===== config.mk =====
export PLATFORM = sky130hd
export DESIGN_NAME = uart_sleep_ctrl
export DESIGN_NICKNAME = d
export VERILOG_FILES = /design/src/rtl/uart_sleep_pkg.sv /design/src/rtl/uart_sleep_sync.sv /design/src/rtl/uart_sleep_idle.sv /design/src/rtl/uart_sleep_ctrl.sv
export SDC_FILE = /design/constraint.sdc
export NUM_CORES = 1
export LEC_CHECK = 0
export BUFFER_PORTS_ARGS = -buffer_cell sky130_fd_sc_hd__clkbuf_2
export CORE_AREA = 2 2 60 62
export DETAILED_ROUTE_END_ITERATION = 8
export DIE_AREA = 0 0 62 64
export PLACE_DENSITY_LB_ADDON = 0.3
export SYNTH_ARGS = -nofsm -noshare
export SYNTH_HDL_FRONTEND = slang
export SYNTH_HIERARCHICAL = 1
export SYNTH_SLANG_ARGS = --single-unit
export TNS_END_PERCENT = 5

===== constraint.sdc =====
create_clock -name clk -period 3.62 [get_ports clk]
set_clock_uncertainty 0.05 [all_clocks]
set_input_delay 0.181 -clock clk [delete_from_list [all_inputs] [get_ports clk]]
set_output_delay 0.181 -clock clk [all_outputs]
set_load 0.005 [all_outputs]

===== src/rtl/uart_sleep_pkg.sv =====
package uart_sleep_pkg;

  typedef enum logic {
    PM_AWAKE  = 1'b0,
    PM_ASLEEP = 1'b1
  } pm_state_t;

  localparam int unsigned IDLE_CHARS = 4;

  // Bits in one character frame: start + data + parity + stop.
  function automatic logic [3:0] frame_bits(input logic [1:0] dlen,
                                            input logic       par,
                                            input logic       two_stop);
    frame_bits = 4'd1 + (4'd5 + {2'b00, dlen}) + {3'b000, par} +
                 (two_stop ? 4'd2 : 4'd1);
  endfunction

endpackage


===== src/rtl/uart_sleep_sync.sv =====
module uart_sleep_sync #(
  parameter int   W       = 1,
  parameter int   STAGES  = 2,
  parameter logic RST_VAL = 1'b0
) (
  input  logic         clk,
  input  logic         rst,
  input  logic [W-1:0] d,
  output logic [W-1:0] q
);
  logic [W-1:0] stage [STAGES];

  genvar i;
  generate
    for (i = 0; i < STAGES; i++) begin : g_stage
      always_ff @(posedge clk) begin
        if (rst) stage[i] <= {W{RST_VAL}};
        else if (i == 0) stage[i] <= d;
        else stage[i] <= stage[(i == 0) ? 0 : i-1];
      end
    end
  endgenerate

  assign q = stage[STAGES-1];
endmodule


===== src/rtl/uart_sleep_idle.sv =====
module uart_sleep_idle #(
  parameter int CNT_W = 8
) (
  input  logic             clk,
  input  logic             rst,
  input  logic             rx_high,
  input  logic             baud_tick,
  input  logic [CNT_W-1:0] limit,
  output logic             idle_ok
);
  logic [CNT_W-1:0] cnt;

  always_ff @(posedge clk) begin
    if (rst || !rx_high) cnt <= '0;
    else if (baud_tick && (cnt < limit)) cnt <= cnt + 1'b1;
  end

  assign idle_ok = (cnt >= limit);
endmodule


===== src/rtl/uart_sleep_ctrl.sv =====
module uart_sleep_ctrl
  import uart_sleep_pkg::*;
#(
  parameter int MODEM_W     = 4,
  parameter int CNT_W       = 8,
  parameter int SYNC_STAGES = 2
) (
  input  logic               clk,
  input  logic               rst,
  input  logic               enh_en,
  input  logic               sleep_en,
  input  logic               rx_ovr,
  input  logic               rx_in,
  input  logic [MODEM_W-1:0] modem_in,
  input  logic               tx_fifo_empty,
  input  logic               tx_shift_empty,
  input  logic               rx_fifo_empty,
  input  logic               irq_pend,
  input  logic               tx_fifo_wr,
  input  logic               baud_tick,
  input  logic [1:0]         data_bits,
  input  logic               parity_en,
  input  logic               stop2,
  input  logic               div_wr,
  input  logic               lowpwr_pin,
  output logic               core_clk_en,
  output logic               sleep_flag,
  output logic               host_iso,
  output logic               div_err
);
  localparam int SHIFT = $clog2(IDLE_CHARS);

  logic               rx_s, rx_q;
  logic [MODEM_W-1:0] mdm_s, mdm_q;
  logic               idle_ok;
  logic [CNT_W-1:0]   idle_limit;
  logic               allow, quiet, wake, rx_fall, mdm_chg;
  pm_state_t          state, state_nx;

  uart_sleep_sync #(.W(1), .STAGES(SYNC_STAGES), .RST_VAL(1'b1)) u_rx_sync (
    .clk(clk), .rst(rst), .d(rx_in), .q(rx_s)
  );

  uart_sleep_sync #(.W(MODEM_W), .STAGES(SYNC_STAGES), .RST_VAL(1'b0)) u_mdm_sync (
    .clk(clk), .rst(rst), .d(modem_in), .q(mdm_s)
  );

  always_ff @(posedge clk) begin
    if (rst) begin
      rx_q  <= 1'b1;
      mdm_q <= '0;
    end else begin
      rx_q  <= rx_s;
      mdm_q <= mdm_s;
    end
  end

  assign rx_fall = rx_q & ~rx_s;
  assign mdm_chg = |(mdm_q ^ mdm_s);

  assign idle_limit = CNT_W'(frame_bits(data_bits, parity_en, stop2)) << SHIFT;

  uart_sleep_idle #(.CNT_W(CNT_W)) u_idle (
    .clk(clk), .rst(rst), .rx_high(rx_s), .baud_tick(baud_tick),
    .limit(idle_limit), .idle_ok(idle_ok)
  );

  assign allow = enh_en & sleep_en;
  assign wake  = rx_fall | tx_fifo_wr | mdm_chg;
  assign quiet = tx_fifo_empty & tx_shift_empty & rx_fifo_empty & ~irq_pend &
                 (rx_ovr | idle_ok) & ~wake;

  always_comb begin
    state_nx = state;
    if (!allow)                     state_nx = PM_AWAKE;
    else if (state == PM_ASLEEP)    state_nx = wake ? PM_AWAKE : PM_ASLEEP;
    else if (quiet)                 state_nx = PM_ASLEEP;
  end

  always_ff @(posedge clk) begin
    if (rst) begin
      state       <= PM_AWAKE;
      core_clk_en <= 1'b1;
      sleep_flag  <= 1'b0;
      host_iso    <= 1'b0;
      div_err     <= 1'b0;
    end else begin
      state       <= state_nx;
      core_clk_en <= (state_nx == PM_AWAKE) & ~lowpwr_pin;
      sleep_flag  <= (state_nx == PM_ASLEEP);
      host_iso    <= lowpwr_pin;
      div_err     <= div_wr & (state == PM_ASLEEP);
    end
  end
endmodule


# Word level (Yosys, flattened, before mapping)
# Memories as Yosys holds them, arrays and structs flattened.
# Index checks and enable logic that the tools add are counted.
[totals]
out_inout_bits = 4
reg_bits = 17
latchBits = 0
elab_cells = 54
mem_bits_rw = 10
mem_count = 2
romBits = 0
inputBits = 22
[classes]
order_cmp = 2
n_div = 0
muxes = 12
eq_ne = 0
bitwise_logic = 22
addsub = 5
n_reduce_logical = 4
n_shift = 0
mul = 0
[mem_list]
columns = ["memory", "depth", "word_bits", "rd", "rd_ports_with_merged_regs", "wr", "line_no", "text"]
rows = [
  ["u_mdm_sync.stage", 2, 4, 2, 0, 2, "uart_sleep_sync.sv:11", "logic [W-1:0] stage [STAGES];"],
  ["u_rx_sync.stage", 2, 1, 2, 0, 2, "uart_sleep_sync.sv:11", ""],
]
[op_table]
columns = ["cell", "n"]
rows = [
  ["$and A1 B1 Y1", 9],
  ["$mux W1", 9],
  ["$add A8 B1 Y8 const B", 1],
  ["$ge A8 B6 Y1", 1],
  ["$lt A8 B6 Y1", 1],
  ["$mux W4", 2],
  ["$or A1 B1 Y1", 7],
  ["$not A1 Y1", 5],
  ["$add A1 B4 Y4 const A", 1],
  ["$add A3 B2 Y4 const A", 1],
  ["$add A4 B1 Y4", 1],
  ["$add A4 B2 Y4", 1],
  ["$reduce_or A4 Y1", 1],
  ["$xor A4 B4 Y4", 1],
  ["$mux W2", 1],
  ["$logic_and A1 B1 Y1", 1],
  ["$logic_not A1 Y1", 1],
  ["$logic_or A1 B1 Y1", 1],
]

# Logic depth before layout (Yosys ltp)
[depth]
depth_word = 13
ltp_mapped = 15

# Cells and area by module
# Netlist, hierarchy kept.
[modules_own_cells]
columns = ["mod", "cells_each", "area_each_um2", "instances"]
rows = [
  ["uart_sleep_idle", 74, 620.6, 1],
  ["uart_sleep_ctrl", 44, 430.4, 1],
  ["uart_sleep_sync (u_mdm_sync)", 16, 210.2, 1],
  ["uart_sleep_sync (u_rx_sync)", 4, 52.6, 1],
]

# Least setup slack after synthesis
# No wires, ideal clock.
[synth_path]
path_kind = "input port to flip-flop"
from = "in data_bits[0]"
to = "reg core_clk_en"
setup_slack_ns = 1.029
arrival_ns = 2.482
stages = 13
required_ns = 3.511
setup_ns = 0.059
path_buffers = 0
cell_sequence = "fa_1 ha_1 inv_1 ha_1 inv_1 inv_1 ha_1 and3_4 a221oi_4 o21ai_0 or2_2 a21oi_1 o31a_1"
[synth_between]
elab_chain_len = 13
[synth_lines]
columns = ["item", "line_no", "text"]
rows = [
  ["start: declaration", "uart_sleep_ctrl.sv:21", "input logic [1:0] data_bits,"],
  ["$add A3 B2 Y4", "uart_sleep_pkg.sv:14", "frame_bits = 4'd1 + (4'd5 + {2'b00, dlen}) + {3'b000, par} +"],
  ["$add A1 B4 Y4", "uart_sleep_pkg.sv:14", ""],
  ["$add A4 B1 Y4", "uart_sleep_pkg.sv:14", ""],
  ["$add A4 B2 Y4", "uart_sleep_pkg.sv:14", ""],
  ["via idle_limit[5]", "uart_sleep_ctrl.sv:36", "logic [CNT_W-1:0] idle_limit;"],
  ["$ge A8 B6 Y1", "uart_sleep_idle.sv:18", "assign idle_ok = (cnt >= limit);"],
  ["via idle_ok", "uart_sleep_ctrl.sv:35", "logic idle_ok;"],
  ["$or A1 B1 Y1", "uart_sleep_ctrl.sv:71", "(rx_ovr | idle_ok) & ~wake;"],
  ["$and A1 B1 Y1", "uart_sleep_ctrl.sv:70", "assign quiet = tx_fifo_empty & tx_shift_empty & rx_fifo_empty & ~irq_pend &"],
  ["$and A1 B1 Y1", "uart_sleep_ctrl.sv:71", ""],
  ["$mux W1", "uart_sleep_ctrl.sv:77", "else if (quiet) state_nx = PM_ASLEEP;"],
  ["$mux W1", "uart_sleep_ctrl.sv:76", "else if (state == PM_ASLEEP) state_nx = wake ? PM_AWAKE : PM_ASLEEP;"],
  ["$mux W1", "uart_sleep_ctrl.sv:75", "if (!allow) state_nx = PM_AWAKE;"],
  ["$not A1 Y1", "uart_sleep_ctrl.sv:89", "core_clk_en <= (state_nx == PM_AWAKE) & ~lowpwr_pin;"],
  ["$and A1 B1 Y1", "uart_sleep_ctrl.sv:89", ""],
  ["end signal: assignment", "uart_sleep_ctrl.sv:89", ""],
  ["end: declaration", "uart_sleep_ctrl.sv:26", "output logic core_clk_en,"],
]
# The timed path passes the listed nets, and every way through them passes these cells.
# A chain may end at the register's enable or synchronous reset.

# Worst setup path after layout
# Same ends and word-level chain as after synthesis.

==> out/qor.txt <==
commonest cells after routing, fill and taps aside -> dfxtp_1, clkbuf_2, inv_1
clock-pin slew on the worst setup and hold paths -> 0.15 ns
max-cap check violation count -> 0
Setup crit end -> core_clk_en
# rows -> 21
ANT nets after route -> 0
Synth top area share -> 0.411
commonest non-fill, non-tap cell in the layout -> dfxtp_1
Hold Path Depth -> 2
Critical path origin -> data_bits[0]
drt drc -> 0
CP Capture Type -> register
P_leak -> 0.000729 uW
r2r setup slk -> 1.43 ns
critical path fanouts, max -> 6
Fin Hold WS -> 0.0123 ns
crit share post-route -> 0.700
vias per inst -> 4.74
clk sinks -> 27
M3 GR Usage -> 0.0364
RSZ-0062 raised after global routing -> no
DR pass1 iterations -> 4
slowest cell delay on critical path -> 0.42 ns
Core Box Area -> 0.00328 sq mm
Syn-to-layout area delta -> 19.9%
CP top delay family -> adder cells
Crit path depth -> 14
Worst Hold Class -> in2reg
slew margin rel. -> 0.415
post-DR wirelength/cell -> 9.89 microns
DIE HEIGHT -> 64 microns
I/O pin cnt -> 26
Post-Place Worst Slack -> 0.729 ns
PwrDens -> 324 mW/mm^2
vias -> 1038
fillcell total -> 336
Inserted Diodes -> 0
CP required -> 3.85 ns
Syn. warnings -> 6
Yosys reg bits -> 27
global routing's busiest layer -> met2
Worst Slack Setup Final -> 1.09 ns
first-pass GRT wire length -> 3650 microns
kind of critical path -> in2reg
clk root buf -> clkbuf_4
reg2reg end -> core_clk_en
postcts setup bufs -> 0
Overflow after GRT -> 0
H-tree depth -> 1
final hold vios -> 0
initial antenna violation count -> 0
outcome -> completed
die width -> 62 microns
Longest Clk Path Bufs -> 2
TritonCTS clock tree -> built
GP Congestion -> 0.750
Yosys cell types -> 35
Mean Syn Cell Area -> 9.52 sq um
buffers and inverters on the worst path -> 4
upper clock frequency limit -> 395 MHz
Synth area leaders -> dfxtp_1, ha_1, nor2b_1, inv_1, a21oi_1
setup_tns -> 0 ns
# port buffers -> 25
Syn Inst Count -> 138
Die ar. -> 0.00397 sq mm
maximum vdd drop -> 0.336 mV
post-layout min period -> 2.53 ns
Final Setup Violations -> 0
TritonCTS Buffers -> 3
share of cells above drive strength 1 -> 0.202
vias in the first global route -> 969
post-synthesis sequential area ratio -> 0.411
DRT iter0 DRCs -> 34
CP max stage cell -> a221oi_4
arrival time at the worst endpoint -> 2.76 ns
DPL Wire Length -> 1750 microns
Slew @ Worst Pin -> 0.877 ns
Reg2Reg Launch Point -> u_idle/cnt[6]
Synth area leader -> dfxtp_1
WL final -> 2170 microns
Reg2Reg Depth -> 7
GRT Total Usage -> 0.117
Worst setup SP type -> input port
crit path cell chain -> clkbuf_2 > fa_1 > ha_1 > inv_1 > ha_1 > inv_1 > inv_1 > ha_1 > and3_4 > a221oi_4 > o21ai_0 > or2_2 > a21oi_1 > o31a_1
largest net degree at the start of global routing -> 21
met2 Use GR -> 0.211
GR Util met1 -> 0.134
max-slew violations -> 0
CTS resizes -> 0
fin nets -> 209
worst skew pair latency -> 0.32 ns
Initial Util -> 0.400
synthesized area -> 0.00131 sq mm
worst register-to-register path, cell delays in order (launching register included):
cell	delay, ns
dfxtp_1	0.41
ha_1	0.27
and3_4	0.19
a221oi_4	0.42
o21ai_0	0.15
or2_2	0.31
a21oi_1	0.19
o31a_1	0.16
cells by family (layout without fill, tap and decap cells):
kind of cell | Yosys count | in the layout | synth area share
other | 1 | 4 | 0.00285
AO/OA/AOI/OAI | 24 | 24 | 0.126
AND/OR/NAND/NOR | 51 | 51 | 0.248
adder cells (fa/ha/maj) | 13 | 13 | 0.130
flip-flops | 27 | 27 | 0.411
multiplexers | 1 | 1 | 0.00762
XOR/XNOR | 4 | 4 | 0.0267
buffers and inverters | 17 | 49 | 0.0486
Yosys cell counts:
| cell type | n |
|---|---|
| a21o_1 | 1 |
| and3_4 | 1 |
| and4b_1 | 1 |
| o2111ai_1 | 1 |
| or3_1 | 4 |
| dfxtp_1 | 27 |
| nand2_1 | 6 |
| nor4b_1 | 2 |
| or2_2 | 2 |
| ha_1 | 12 |
| nand2_4 | 1 |
| and4bb_1 | 1 |
| or2_1 | 2 |
| nand2b_1 | 3 |
| fa_1 | 1 |
| clkbuf_1 | 1 |
| nor2_1 | 2 |
| o31ai_1 | 2 |
| nor2b_1 | 11 |
| conb_1 | 1 |
| and2b_1 | 4 |
| o211ai_1 | 2 |
| o21ai_0 | 6 |
| mux2i_1 | 1 |
| inv_1 | 16 |
| a21oi_1 | 9 |
| or4_1 | 1 |
| a221oi_4 | 1 |
| or3_2 | 1 |
| nand4_1 | 2 |
| nand3_1 | 5 |
| xnor2_1 | 4 |
| and3_1 | 2 |
| a41oi_1 | 1 |
| o31a_1 | 1 |
sequential cells by signal, summed over array words and instances (netlist names):
name              flops
div_err               1
rx_q                  1
u_rx_sync/stage       2
host_iso              1
mdm_q                 4
u_idle/cnt            8
u_mdm_sync/stage      8
core_clk_en           1
state                 1
stage by stage:
stage | utilization | std cells | area, sq um | power [uW]
floorplan | - | 141 | 1330 | 356
global placement | 0.458 | 211 | 1500 | 378
detailed placement | 0.458 | 211 | 1500 | 381
CTS | 0.477 | 218 | 1570 | 518
global route | 0.480 | 219 | 1580 | 544
finish | 0.480 | 219 | 1580 | 511
power by group:
part / switching (uW) / internal [uW]
logic: 31.1 / 34.2
registers: 4.61 / 307
clock network: 89.3 / 45.0
worst min path at each step:
stage | start | end | slack, ns
2_1_floorplan | rst | u_mdm_sync/stage[0][0] | 0.20
5_1_grt | modem_in[2] | u_mdm_sync/stage[0][2] | 0.002
3_3_place_gp | rx_in | u_rx_sync/stage[0] | 0.31
4_1_cts | modem_in[1] | u_mdm_sync/stage[0][1] | 0.003
6_report | modem_in[2] | u_mdm_sync/stage[0][2] | 0.01
3_5_place_dp | rx_in | u_rx_sync/stage[0] | 0.32
repair_timing:
| action | 4_1_cts | 5_1_grt |
|---|---|---|
| hold buffers | 3 | 1 |
| endpoints found under the setup margin | 0 | 0 |
| hold endpoints to repair | 3 | 1 |
metal layers:
| metal | wire [microns] | vias up |
|---|---|---|
| li1 | - | 542 |
| met1 | 933 | 477 |
| met2 | 1150 | 17 |
| met3 | 70 | 2 |
| met4 | 14 | 0 |
| met5 | 0 | - |
layout make-up:
class / count / area [sq um] / area share
multi-input combinational: 97 / 721 / 0.458
sequential: 27 / 541 / 0.343
timing repair buffer: 29 / 165 / 0.105
inverter: 16 / 60.1 / 0.0381
tap: 46 / 57.6 / 0.0365
clock buffer: 3 / 22.5 / 0.0143
clock inverter: 1 / 8.76 / 0.00556
(Power assumes the default switching activity.)
